**src/rtl/scdiag_pkg.sv**
```systemverilog
package scdiag_pkg;
    // Channel sequencer states
    typedef enum logic [1:0] {CH_RUN, CH_SHUT, CH_GLITCH, CH_ACQ} ch_state_e;
    // Comparator fault set, MSB is the highest priority
    typedef struct packed {
        logic sup;
        logic gnd;
        logic sld;
        logic opn;
    } flt_t;
    localparam int STAT_W = 8;
endpackage

```
**src/rtl/scdiag_win_timer.sv**
```systemverilog
// Window timer: counts millisecond ticks inside an acquisition window.
// Assumes clr and adv are never high together; last_o marks tick WIN_MS-1.
module scdiag_win_timer #(
    parameter int WIN_MS = 100
) (
    input  logic clk,
    input  logic rst_n,
    input  logic clr,
    input  logic adv,
    output logic last_o
);
    localparam int CW = $clog2(WIN_MS + 1);
    logic [CW-1:0] cnt_q;

    // Tick counter, restarted at each window entry
    always_ff @(posedge clk) begin
        if (!rst_n)   cnt_q <= '0;
        else if (clr) cnt_q <= '0;
        else if (adv) cnt_q <= cnt_q + 1'b1;
    end

    assign last_o = (cnt_q == CW'(WIN_MS - 1));

    assert_cnt_bound_R3: assert property (@(posedge clk) disable iff (!rst_n)
        cnt_q <= CW'(WIN_MS - 1));
endmodule

```
**src/rtl/scdiag_persist.sv**
```systemverilog
// Persistence accumulator: a fault bit survives only while its flag stays high.
// Assumes load marks the first clock of a window and upd every later one.
module scdiag_persist (
    input  logic       clk,
    input  logic       rst_n,
    input  logic       load,
    input  logic       upd,
    input  logic [3:0] flags,
    output logic [3:0] nx_o
);
    logic [3:0] pers_q;

    // Value including this clock's flags
    assign nx_o = pers_q & flags;

    // Load at window entry, then AND on every clock
    always_ff @(posedge clk) begin
        if (!rst_n)    pers_q <= '0;
        else if (load) pers_q <= flags;
        else if (upd)  pers_q <= nx_o;
    end

    assert_persist_monotone_R5: assert property (@(posedge clk) disable iff (!rst_n)
        (upd && !load) |=> ((pers_q & ~$past(pers_q)) == 4'b0000));
endmodule

```
**src/rtl/scdiag_chan.sv**
```systemverilog
// One channel: restart/glitch/acquisition sequencing, result latch, status byte.
// Assumes tick_i is a one-clock pulse and rearm_i a one-clock pulse.
module scdiag_chan
    import scdiag_pkg::*;
#(
    parameter int WIN_MS = 100
) (
    input  logic              clk,
    input  logic              rst_n,
    input  logic              tick_i,
    input  logic              diag_en_i,
    input  logic              turnon_i,
    input  logic              rearm_i,
    input  logic              trip_i,
    input  flt_t              flt_i,
    output logic              mute_o,
    output logic              done_o,
    output logic [STAT_W-1:0] stat_o
);
    ch_state_e st_q, st_d;
    logic      armed_q, done_q, perm_q, res_perm_q;
    logic      start_acq, finish, tmr_last;
    flt_t      flt_m, pers_nx, res_q, res_d;

    assign start_acq = (st_q == CH_GLITCH) && tick_i && trip_i;
    assign finish    = (st_q == CH_ACQ) && tick_i && tmr_last;

    // Open load counts only in a turn-on window
    always_comb begin
        flt_m = flt_i;
        if (start_acq) flt_m.opn = flt_i.opn & turnon_i;
        else           flt_m.opn = flt_i.opn & ~perm_q;
    end

    scdiag_persist u_pers (
        .clk   (clk),
        .rst_n (rst_n),
        .load  (start_acq),
        .upd   (st_q == CH_ACQ),
        .flags (flt_m),
        .nx_o  (pers_nx)
    );

    scdiag_win_timer #(.WIN_MS(WIN_MS)) u_tmr (
        .clk    (clk),
        .rst_n  (rst_n),
        .clr    (start_acq),
        .adv    ((st_q == CH_ACQ) && tick_i && !tmr_last),
        .last_o (tmr_last)
    );

    // Next-state selection
    always_comb begin
        st_d = st_q;
        unique case (st_q)
            CH_RUN:    if (trip_i) st_d = (diag_en_i && armed_q) ? CH_GLITCH : CH_SHUT;
            CH_SHUT:   if (tick_i && !trip_i) st_d = CH_RUN;
            CH_GLITCH: if (tick_i) st_d = trip_i ? CH_ACQ : CH_RUN;
            CH_ACQ:    if (finish) st_d = CH_SHUT;
            default:   st_d = CH_RUN;
        endcase
    end

    // Fixed-priority pick of the surviving fault
    always_comb begin
        res_d = '0;
        if (pers_nx.sup)      res_d.sup = 1'b1;
        else if (pers_nx.gnd) res_d.gnd = 1'b1;
        else if (pers_nx.sld) res_d.sld = 1'b1;
        else if (pers_nx.opn) res_d.opn = 1'b1;
    end

    // State, arming, done flag and result registers
    always_ff @(posedge clk) begin
        if (!rst_n) begin
            st_q       <= CH_RUN;
            armed_q    <= 1'b1;
            done_q     <= 1'b0;
            perm_q     <= 1'b0;
            res_perm_q <= 1'b0;
            res_q      <= '0;
        end else begin
            st_q <= st_d;
            if (start_acq) perm_q <= ~turnon_i;
            if (finish) begin
                res_q      <= res_d;
                res_perm_q <= perm_q;
                done_q     <= 1'b1;
                armed_q    <= 1'b0;
            end else if (rearm_i) begin
                done_q  <= 1'b0;
                armed_q <= 1'b1;
            end
        end
    end

    assign mute_o = (st_q != CH_RUN);
    assign done_o = done_q;
    assign stat_o = {1'b0, done_q, 1'b0, res_perm_q, res_q.sld, res_q.opn, res_q.sup, res_q.gnd};

    assert_trip_mutes_R1: assert property (@(posedge clk) disable iff (!rst_n)
        (st_q == CH_RUN && trip_i) |=> mute_o);
    assert_shut_waits_tick_R1: assert property (@(posedge clk) disable iff (!rst_n)
        (st_q == CH_SHUT && !tick_i) |=> (st_q == CH_SHUT));
    assert_unarmed_restart_R6: assert property (@(posedge clk) disable iff (!rst_n)
        (st_q == CH_RUN && trip_i && !armed_q) |=> (st_q == CH_SHUT));
    assert_done_from_acq_R4: assert property (@(posedge clk) disable iff (!rst_n)
        $rose(done_q) |-> ($past(st_q) == CH_ACQ));
    assert_single_fault_R8: assert property (@(posedge clk) disable iff (!rst_n)
        $onehot0(res_q));
    assert_open_turnon_only_R9: assert property (@(posedge clk) disable iff (!rst_n)
        res_q.opn |-> !res_perm_q);
endmodule

```
**src/rtl/scdiag_seq.sv**
```systemverilog
// Top: one diagnostic sequencer per output channel with shared tick and re-arm.
// Assumes all inputs are synchronous to clk.
module scdiag_seq
    import scdiag_pkg::*;
#(
    parameter int NCH    = 2,
    parameter int WIN_MS = 100
) (
    input  logic                  clk,
    input  logic                  rst_n,
    input  logic                  tick_ms_i,
    input  logic                  diag_en_i,
    input  logic                  turnon_i,
    input  logic                  rearm_i,
    input  logic [NCH-1:0]        trip_i,
    input  logic [NCH-1:0]        flt_gnd_i,
    input  logic [NCH-1:0]        flt_sup_i,
    input  logic [NCH-1:0]        flt_sld_i,
    input  logic [NCH-1:0]        flt_open_i,
    output logic [NCH-1:0]        mute_o,
    output logic [NCH-1:0]        done_o,
    output logic [NCH*STAT_W-1:0] stat_o
);
    for (genvar g = 0; g < NCH; g++) begin : g_ch
        flt_t fv;
        assign fv.sup = flt_sup_i[g];
        assign fv.gnd = flt_gnd_i[g];
        assign fv.sld = flt_sld_i[g];
        assign fv.opn = flt_open_i[g];

        scdiag_chan #(.WIN_MS(WIN_MS)) u_ch (
            .clk       (clk),
            .rst_n     (rst_n),
            .tick_i    (tick_ms_i),
            .diag_en_i (diag_en_i),
            .turnon_i  (turnon_i),
            .rearm_i   (rearm_i),
            .trip_i    (trip_i[g]),
            .flt_i     (fv),
            .mute_o    (mute_o[g]),
            .done_o    (done_o[g]),
            .stat_o    (stat_o[g*STAT_W +: STAT_W])
        );
    end
endmodule

```
**config.mk**
```make
export PLATFORM = sky130hd
export DESIGN_NAME = scdiag_seq
export DESIGN_NICKNAME = d
export VERILOG_FILES = /design/src/rtl/scdiag_pkg.sv /design/src/rtl/scdiag_win_timer.sv /design/src/rtl/scdiag_persist.sv /design/src/rtl/scdiag_chan.sv /design/src/rtl/scdiag_seq.sv
export SDC_FILE = /design/constraint.sdc
export NUM_CORES = 1
export LEC_CHECK = 0
export BUFFER_PORTS_ARGS = -buffer_cell sky130_fd_sc_hd__buf_2
export CAP_MARGIN = 40
export CELL_PAD_IN_SITES_DETAIL_PLACEMENT = 0
export CELL_PAD_IN_SITES_GLOBAL_PLACEMENT = 1
export CORE_MARGIN = 1.5
export CORE_UTILIZATION = 33
export DETAILED_ROUTE_END_ITERATION = 7
export HOLD_SLACK_MARGIN = 0.05
export PLACE_DENSITY_LB_ADDON = 0.05
export REMOVE_ABC_BUFFERS = 1
export SYNTH_ARGS = -nofsm -noshare
export SYNTH_HDL_FRONTEND = slang
export SYNTH_SLANG_ARGS = --single-unit
```
**constraint.sdc**
```tcl
create_clock -name clk -period 3.5 [get_ports clk]
set_input_delay 0.35 -clock clk [delete_from_list [all_inputs] [get_ports clk]]
set_output_delay 0.35 -clock clk [all_outputs]
set_load 0.05 [all_outputs]
```
==> metrics.md, run 1 <==
| Metric | Value |
|---|---|
| HP Class | `in2reg` |
| CP arrival | `1840 ps` |
| Post_cts resized | `0` |
| CP Class | `reg2reg` |
| I/O pin total | `36` |
| Pwr dens | `425 mW/mm2` |
| PortBufs | `31` |
| Syn. warnings | `0` |
| Status | `completed` |
| Post-Syn Instances | `221` |
| Core area | `0.00592 mm2` |
| Final setup viols | `0` |
| Clock Tree Root | `clkbuf_8` |
| H-tree levels | `2` |
| Post-DP HPWL | `2800 um` |
| Row cnt | `28` |
| 1st-iter DRT viols | `85` |
| Vias/cell | `4.93` |
| Number of diodes | `0` |
| Remaining global-route overflow | `0` |
| Startpoint Class | `flop` |
| Commonest cells after routing, fill and taps aside | `42 x dfxtp_1, 31 x buf_2, 20 x nand2_1` |
| Max-slew headroom | `65.2%` |
| Clock Latency Late Sink | `300 ps` |
| DRC viols | `0` |
| Final Wtd Congestion | `0.687` |
| Pleak | `0.000845 uW` |
| Max-Cap Viols | `0` |
| CTS tree | `built` |
| First-pass GRT wire length | `6570 um` |
| Initial Utilization | `34.2%` |
| Area grow syn2layout | `10.8%` |
| Final ANT Viol Nets | `0` |
| WL final | `4060 um` |
| Die Area | `0.00661 mm2` |
| Horiz. Die Dim | `81.3 um` |
| Tmin final | `1650 ps` |
| Post-synthesis mux area share | `1.48%` |
| CTS Sinks | `42` |
| Final Util | `37.9%` |
| Max Clk Rate | `606 MHz` |
| Initial antenna violation count | `0` |
| CP Max Fanout | `12` |
| Largest vdd supply drop | `0.130 mV` |
| CTS clk-pin slew, worst paths | `80 ps` |
| Synth Area in Compound Gates | `16.9%` |
| Worst Tran Pin Value | `521 ps` |
| Drt wl/cell | `12.9 um` |
| Fin. Hold Viols | `0` |
| Synthesized-area fraction occupied by adder cells | `1.24%` |
| Num CTS Buffers | `5` |
| # hold bufs at CTS | `0` |
| Most common cell after layout, fill and taps aside | `dfxtp_1` |
| Total Power | `954 uW` |
| Clk buf depth | `2` |
| Clock skew | `8.03 ps` |
| Post-Synth Simple-Gate Area | `26.4%` |
| Largest family of logic cells by synthesized area | `simple AND/OR/NAND/NOR gates` |
| Seq cells post-synth | `42` |
| Die height | `81.3 um` |
| RSZ-0062 raised after global routing | `false` |
| Fin nets | `257` |
| Syn avg cell area | `9.15 um2` |
| Number of global-route vias before repair | `1,391` |
| Post-Synth XOR/XNOR Area | `4.33%` |
| Setup_tns | `0 ps` |
| Post-CTS Setup Repair Bufs | `0` |
| Sequential fraction of the synthesis area | `41.6%` |
| Final Max Slew Viols | `0` |
| Largest net degree at the start of global routing | `33` |
| Worst path required time | `3690 ps` |
| Distinct cell type count after synthesis | `42` |
| Via count | `1,552` |
| Gr usage total | `13.0%` |
| Drt first pass iters | `4` |
| Share of layout cells above drive strength 1 | `22.1%` |
| Fin crit share | `47.1%` |
| CP endpoint kind | `flop` |
| Mapped Area | `0.00202 mm2` |
## worst paths after layout
kind / to / cells past startpoint / from / slack, ps
setup / recovery: g_ch[0].u_ch.st_q[1] / 4 / g_ch[0].u_ch.st_q[0] / 1850
hold / removal: g_ch[0].u_ch.stat_o[3] / 3 / flt_sld_i[0] / 340
setup reg to reg: g_ch[0].u_ch.st_q[1] / 4 / g_ch[0].u_ch.st_q[0] / 1850
hold reg to reg: g_ch[1].u_ch.stat_o[3] / 2 / g_ch[1].u_ch.stat_o[3] / 450
## flip-flops by register name, summed over array words and instances, names as in the netlist
register                 count
g_ch.u_ch.armed_q            2
g_ch.u_ch.done_o             2
g_ch.u_ch.perm_q             2
g_ch.u_ch.res_perm_q         2
g_ch.u_ch.st_q               4
g_ch.u_ch.stat_o             8
g_ch.u_ch.u_pers.pers_q      8
g_ch.u_ch.u_tmr.cnt_q       14
## per-stage QoR
step	setup WS, ps	hold slack, ps	instance area, um2	instances
after CTS	1810	331	2240	315
after global routing	1710	336	2240	315
after global placement	1820	441	2140	307
after floorplan	2060	426	1890	201
after detailed placement	1780	443	2140	307
final	1850	343	2240	315
## worst max-delay path, stage by stage (launching register included)
cell     delay, ps
dfxtp_1        500
nand3_1        230
nor3b_4        520
o22ai_1        130
and2_1         160
## cell usage after synthesis
master     n  area share [%]
mux2i_1    3             1.5
dfxtp_1   42              42
a21boi_1   4             1.5
a211oi_1   2            0.74
nand3b_1   2            0.74
o221a_2    6             3.3
nand2b_1  11             3.4
nor3_1     4            0.99
a32oi_1    2            0.87
buf_6      1            0.56
buf_2      7             1.7
and4_1     1            0.43
and3_1     1            0.31
nand2_1   20             3.7
nand3_1    7             1.7
o211a_1    1            0.49
nor2b_1    4             1.2
o21a_1     1            0.37
o21ai_0    5             1.2
nor3b_1    4             1.5
or3_1      2            0.62
nand4_2    3             1.9
ha_1       2             1.2
o22ai_1    2            0.62
a21oi_1   12             3.0
nand4_1    4             1.2
a21boi_2   2             1.1
and2_1     2            0.62
a22oi_1    2            0.74
nor3b_4    1            0.93
clkbuf_1   3            0.56
or2_2      2            0.62
conb_1     1            0.19
and4b_1    2            0.99
a31oi_1    6             1.9
nor2_1    17             3.2
o31ai_1    1            0.37
xnor2_1   10             4.3
inv_1      3            0.56
nor4b_4    2             2.4
a21boi_0   2            0.74
buf_4     12             4.5
## cell families (layout without fill, tap and decap cells)
family	count (synthesis)	count (layout)
other	1	4
multiplexers	3	3
flip-flops	42	42
AO/OA/AOI/OAI	48	48
buffers and inverters	26	42
XOR/XNOR	10	10
AND/OR/NAND/NOR	89	89
adder cells (fa/ha/maj)	2	2
## report_power, final
group	total [uW]	leakage [uW]	internal [uW]	switching (uW)
Sequential	495	0.000339	484	10.9
Combinational	75.6	0.000453	26.3	49.3
Clock	383	0.0000524	214	170
## layer usage
metal / up-vias / wire, um / global-route usage (%)
li1: 800 / - / -
met1: 714 / 2070 / 17.5
met2: 33 / 1770 / 19.8
met3: 5 / 176 / 3.37
met4: 0 / 46 / 4.66
met5: - / 0 / 0
## final cells by class
class / instances / area (um2)
Clock buffer: 7 / 76.3
Clock inverter: 1 / 30.0
Fill cell: 630 / 3680
Inverter: 3 / 11.3
Multi-Input combinational cell: 156 / 1030
Sequential cell: 42 / 841
Tap cell: 75 / 93.8
Timing Repair Buffer: 31 / 155
Note: power is estimated with default switching activity, not from simulation.
==> run 2, diff against run 1 <==
- clock period: 3.5 -> 1.65 ns (I/O delays scaled with it)
==> run 2 against run 1 <==
  * Wire length grew 2.0%
  * Worst hold slack lost 170 ps
  * Fmax grew 12%
  * Design area grew 2.3%
  * Total power grew 100%
  * Clock power grew 78%
  * Sequential cell count is the same
  * Non-clock buffer count grew 9
  * Critical endpoint is now g_ch[0].u_ch.res_perm_q
==> metrics.md, run 2 (synthesis gave the netlist of run 1 again) <==
| Metric | Value |
|---|---|
| CP Class | `reg2reg` |
| Largest net degree at the start of global routing | `16 (-52%)` |
| Commonest cells after routing, fill and taps aside | `42 x dfxtp_1, 31 x buf_2, 20 x nand2_1` |
| PortBufs | `31 (unchanged)` |
| Worst path required time | `1830 ps (-1860 ps)` |
| Crit path largest cell delay | `360 ps (-160 ps)` |
| Remaining global-route overflow | `0 (unchanged)` |
| Status | `completed` |
| Share of layout cells above drive strength 1 | `25.3% (+3.2 points)` |
| DRC viols | `0 (unchanged)` |
| Worst reg-to-reg path cell count | `5 (+1)` |
| Startpoint Class | `flop` |
| Tmin final | `1480 ps (-173 ps)` |
| 1st-iter DRT viols | `82 (-3.5%)` |
| CTS clk-pin slew, worst paths | `80 ps (about the same)` |
| Number of global-route vias before repair | `1,425 (+2.4%)` |
| Post-CTS Setup Repair Bufs | `0 (unchanged)` |
| CP endpoint kind | `flop` |
| I/O pin total | `36 (unchanged)` |
| CTS tree | `built` |
| CP Max Fanout | `12 (unchanged)` |
| Critical path cell sequence | `nor4b_4, nor3b_4, buf_4, mux2i_1, nor2b_1` |
| Setup_tns | `0 ps (unchanged)` |
| Max Clk Rate | `677 MHz (+12%)` |
| Fin nets | `266 (+3.5%)` |
| Final Util | `38.8% (+0.89 points)` |
| Via count | `1,577 (+1.6%)` |
| CTS Sinks | `42 (unchanged)` |
| Most common cell after layout, fill and taps aside | `dfxtp_1` |
| Row cnt | `28 (unchanged)` |
| Crit-path slowest cell | `dfxtp_1` |
| Max-Cap Viols | `0 (unchanged)` |
| Pwr dens | `832 mW/mm2 (+96%)` |
| Final Wtd Congestion | `0.730 (+6.4%)` |
| Post-DP HPWL | `3050 um (+8.8%)` |
| Number of diodes | `0 (unchanged)` |
| Final ANT Viol Nets | `0 (unchanged)` |
| Num CTS Buffers | `5 (unchanged)` |
| Hold path depth | `3 (unchanged)` |
| Clock Tree Root | `clkbuf_8` |
| Pint | `1430 uW (+98%)` |
| Net Switching | `476 uW (+110%)` |
| Fin. Hold Viols | `0 (unchanged)` |
| Largest vdd supply drop | `0.324 mV (+150%)` |
| Fin crit share | `89.5% (+42 points)` |
| Core area | `0.00592 mm2 (unchanged)` |
| H-tree levels | `2 (unchanged)` |
| Final Max Slew Viols | `0 (unchanged)` |
| Drt wl/cell | `12.8 um (-0.86%)` |
| Die height | `81.3 um (unchanged)` |
| WL final | `4140 um (+2.0%)` |
| Gr usage total | `13.7% (+0.71 points)` |
| Switching share of power | `24.9% (+0.82 points)` |
| HP Class | `in2reg` |
| Pleak | `0.000887 uW (+5.0%)` |
| Drt first pass iters | `4 (unchanged)` |
| Clock skew | `5.57 ps (-2.46 ps)` |
| Max reg flops | `14 (unchanged)` |
| # hold bufs at CTS | `0 (unchanged)` |
| Area grow syn2layout | `13.4%` |
| Largest Register | `g_ch.u_ch.u_tmr.cnt_q` |
| Die Area | `0.00661 mm2 (unchanged)` |
| Clock Latency Late Sink | `280 ps (-20 ps)` |
| Logic pwr share | `9.8% (+1.9 points)` |
| Initial Utilization | `34.2% (unchanged)` |
| Clk buf depth | `2 (unchanged)` |
| Horiz. Die Dim | `81.3 um (unchanged)` |
| Sequential share of power | `54.5% (+2.6 points)` |
| Final setup viols | `0 (unchanged)` |
| Vias/cell | `4.87 (-1.2%)` |
| Post_cts resized | `0 (unchanged)` |
| CP arrival | `1660 ps (-180 ps)` |
| First-pass GRT wire length | `6940 um (+5.7%)` |
| Initial antenna violation count | `0 (unchanged)` |
| Clock share of power | `35.7% (-4.5 points)` |
| RSZ-0062 raised after global routing | `false` |
## run 2: cell count changes in the layout (fill, tap and decap cells not counted)
cell and delta:
clkbuf_8 +1, clkbuf_1 -1, bufinv_16 -1, buf_4 +9, clkinv_2 +1
## run 2: path summary, 6_finish.rpt
path	from	slack (ps)	to
worst max-delay path	g_ch[0].u_ch.u_tmr.cnt_q[2]	170	g_ch[0].u_ch.res_perm_q
worst min-delay path	flt_sld_i[0]	170	g_ch[0].u_ch.stat_o[3]
worst max register to register	g_ch[0].u_ch.u_tmr.cnt_q[2]	170	g_ch[0].u_ch.res_perm_q
worst min register to register	g_ch[1].u_ch.stat_o[1]	450	g_ch[1].u_ch.stat_o[1]
## run 2: layer usage
metal / vias up / part of all wire [%] / wire length (um) / track usage, %
met5: - / 0 / 0 / 0
met1: 725 / 51 / 2130 / 18.8
met4: 0 / 0.65 / 27 / 4.66
li1: 819 / - / - / -
met3: 2 / 4.2 / 176 / 4.04
met2: 31 / 44 / 1810 / 20.2
## run 2: area by class of cell
cell class,count,area [um2]
Tap cell,75,93.8
Inverter,3,11.3
Timing Repair Buffer,40,223
Clock inverter,1,5.00
Sequential cell,42,841
Fill cell,632,3630
Clock buffer,7,86.3
Multi-Input combinational cell,156,1030
## run 2: critical path: cells and delay by family, from the launching register on
kind	cells	cell delay, ps
AND/OR/NAND/NOR	3	610
buffers and inverters	1	210
flip-flops	1	360
multiplexers	1	200
## run 2: power by group through the flow
stage / combinational [uW] / sequential [uW] / clock, uW
after detailed placement: 190 / 1060 / 0
after floorplan: 103 / 1070 / 0
final: 187 / 1040 / 682
after global routing: 205 / 1040 / 760
after global placement: 191 / 1070 / 0
after CTS: 190 / 1040 / 722
## run 2: stage by stage
step	hold slack [ps]	setup WS (ps)	std cells	instance area, um2	total power [uW]
after global routing	156	56.6	324	2290	2010
after floorplan	241	214	201	1890	1170
final	169	174	324	2290	1910
after CTS	155	151	324	2290	1950
after detailed placement	441	171	316	2200	1250
after global placement	444	186	316	2200	1260
==> run 3, diff against run 2 <==
- clock period: 1.65 -> 1.9 ns (I/O delays scaled with it)
==> run 3 against run 2 <==
  * Critical path depth decreased by 2
  * Clock power increased by 5.4%
  * Via count up 0.19%
  * Sequential share of layout area increased by 0.30 points
  * Core utilization down 0.32 points
  * Design area decreased by 0.82%
==> metrics.md, run 3 (synthesis gave the netlist of run 1 again) <==
| Metric | Value |
|---|---|
| Share of layout cells above drive strength 1 | `23.8% (-1.5 points)` |
| Remaining global-route overflow | `0 (unchanged)` |
| WL final | `4130 um (-0.43%)` |
| 1st-iter DRT viols | `56 (-32%)` |
| Final Max Slew Viols | `0 (unchanged)` |
| Final ANT Viol Nets | `0 (unchanged)` |
| Largest vdd supply drop | `0.380 mV (+17%)` |
| Largest net degree at the start of global routing | `18 (+2)` |
| Total Power | `1770 uW (-7.1%)` |
| Largest Register | `g_ch.u_ch.u_tmr.cnt_q` |
| Drt wl/cell | `12.9 um (+1.1%)` |
| Drt first pass iters | `4 (unchanged)` |
| Core area | `0.00592 mm2 (unchanged)` |
| I/O pin total | `36 (unchanged)` |
| Pwr dens | `780 mW/mm2 (-6.3%)` |
| Max-Cap Viols | `0 (unchanged)` |
| Gr usage total | `14.1% (+0.43 points)` |
| Initial antenna violation count | `0 (unchanged)` |
| Via count | `1,580 (+0.19%)` |
| Startpoint Class | `flop` |
| Most common cell after layout, fill and taps aside | `dfxtp_1` |
| Final setup viols | `0 (unchanged)` |
| CP Class | `reg2out` |
| HP Class | `in2reg` |
| Number of diodes | `0 (unchanged)` |
| Fin crit share | `78.9%` |
| Status | `completed` |
| CTS Sinks | `42 (unchanged)` |
| Vias/cell | `4.95 (+1.8%)` |
| Clock Latency Late Sink | `300 ps (+20 ps)` |
| Setup WS pre-CTS | `401 ps (+230 ps)` |
| CP arrival | `1310 ps (-350 ps)` |
| Max reg flops | `14 (unchanged)` |
| Area grow syn2layout | `12.5%` |
| Seq. cell area | `841 um2 (unchanged)` |
| Clk buf depth | `2 (unchanged)` |
| Pleak | `0.000864 uW (-2.6%)` |
| RSZ-0062 raised after global routing | `false` |
| Number of global-route vias before repair | `1,498 (+5.1%)` |
| Clock Tree Root | `clkbuf_8` |
| Layout fillers | `623 (-1.4%)` |
| Commonest cells after routing, fill and taps aside | `42 x dfxtp_1, 31 x buf_2, 20 x nand2_1` |
| Setup_tns | `0 ps (unchanged)` |
| Post-CTS Setup Repair Bufs | `0 (unchanged)` |
| Max Clk Rate | `667 MHz` |
| Horiz. Die Dim | `81.3 um (unchanged)` |
| Fin nets | `261 (-1.9%)` |
| Clock skew | `11.7 ps (+6.10 ps)` |
| Final Util | `38.4% (-0.32 points)` |
| Post-DP HPWL | `2900 um (-4.9%)` |
| CP Max Fanout | `7 (-5)` |
| H-tree levels | `2 (unchanged)` |
| Final setup margin | `402 ps (+228 ps)` |
| CTS clk-pin slew, worst paths | `90 ps (about the same)` |
| Die Area | `0.00661 mm2 (unchanged)` |
| # hold bufs at CTS | `0 (unchanged)` |
| Fin. Hold Viols | `0 (unchanged)` |
| CP endpoint kind | `primary output` |
| DRC viols | `0 (unchanged)` |
| Row cnt | `28 (unchanged)` |
| PortBufs | `31 (unchanged)` |
| Num CTS Buffers | `5 (unchanged)` |
| Multi-input gate area | `0.00103 mm2 (unchanged)` |
| Initial Utilization | `34.2% (unchanged)` |
| Die height | `81.3 um (unchanged)` |
| Worst hold slack | `183 ps (+13.4 ps)` |
| Post_cts resized | `0 (unchanged)` |
| First-pass GRT wire length | `7250 um (+4.4%)` |
| Worst path required time | `1710 ps (-120 ps)` |
| Tmin final | `1500 ps` |
| Final Wtd Congestion | `0.739 (+1.2%)` |
| CTS tree | `built` |
## run 3: cell types whose count changed in the layout (fill, tap and decap cells not counted)
| cell | before | now |
|---|---|---|
| clkinvlp_4 | 0 | 1 |
| buf_4 | 9 | 4 |
| clkinv_2 | 1 | 0 |
| bufinv_16 | 0 | 1 |
| clkbuf_8 | 6 | 5 |
## run 3: power breakdown
group	total (uW)	switching, uW	internal (uW)
combinational	147	93.9	52.7
clock	719	326	393
sequential	909	17.0	892
total	1770	437	1340
## run 3: critical path: stages, from the launching register on
cell     delay, ps
dfxtp_1        350
buf_4          170
or2_2          270
buf_2          210
## run 3: worst paths after layout
| check | endpoint | slack (ps) | start | cells after the start |
|---|---|---|---|---|
| max | mute_o[1] | 400 | g_ch[1].u_ch.st_q[1] | 3 |
| min | g_ch[1].u_ch.u_pers.pers_q[1] | 180 | flt_sld_i[1] | 2 |
| max reg2reg | g_ch[0].u_ch.st_q[1] | 410 | g_ch[0].u_ch.u_tmr.cnt_q[2] | 5 |
| min reg2reg | g_ch[1].u_ch.stat_o[0] | 460 | g_ch[1].u_ch.stat_o[0] | 2 |
## run 3: per-layer routing
metal	track usage [%]	wire length, um
met5	0	0
met4	4.14	41
met3	4.04	159
met2	22.6	1840
met1	18.3	2080
## run 3: area by class of cell
cell class / count / share of cell area, %
multi-input cells: 156 / 45.5
flip-flops and latches: 42 / 36.9
repair buffers: 35 / 8.14
well taps: 75 / 4.12
clock buffers: 6 / 3.19
clock inverters: 2 / 1.65
inverters: 3 / 0.495
## run 3: per-stage QoR
stage	cell area (um2)	instances
floorplan	1890	201
global placement	2170	311
detailed placement	2170	311
CTS	2280	319
global route	2280	319
finish	2280	319
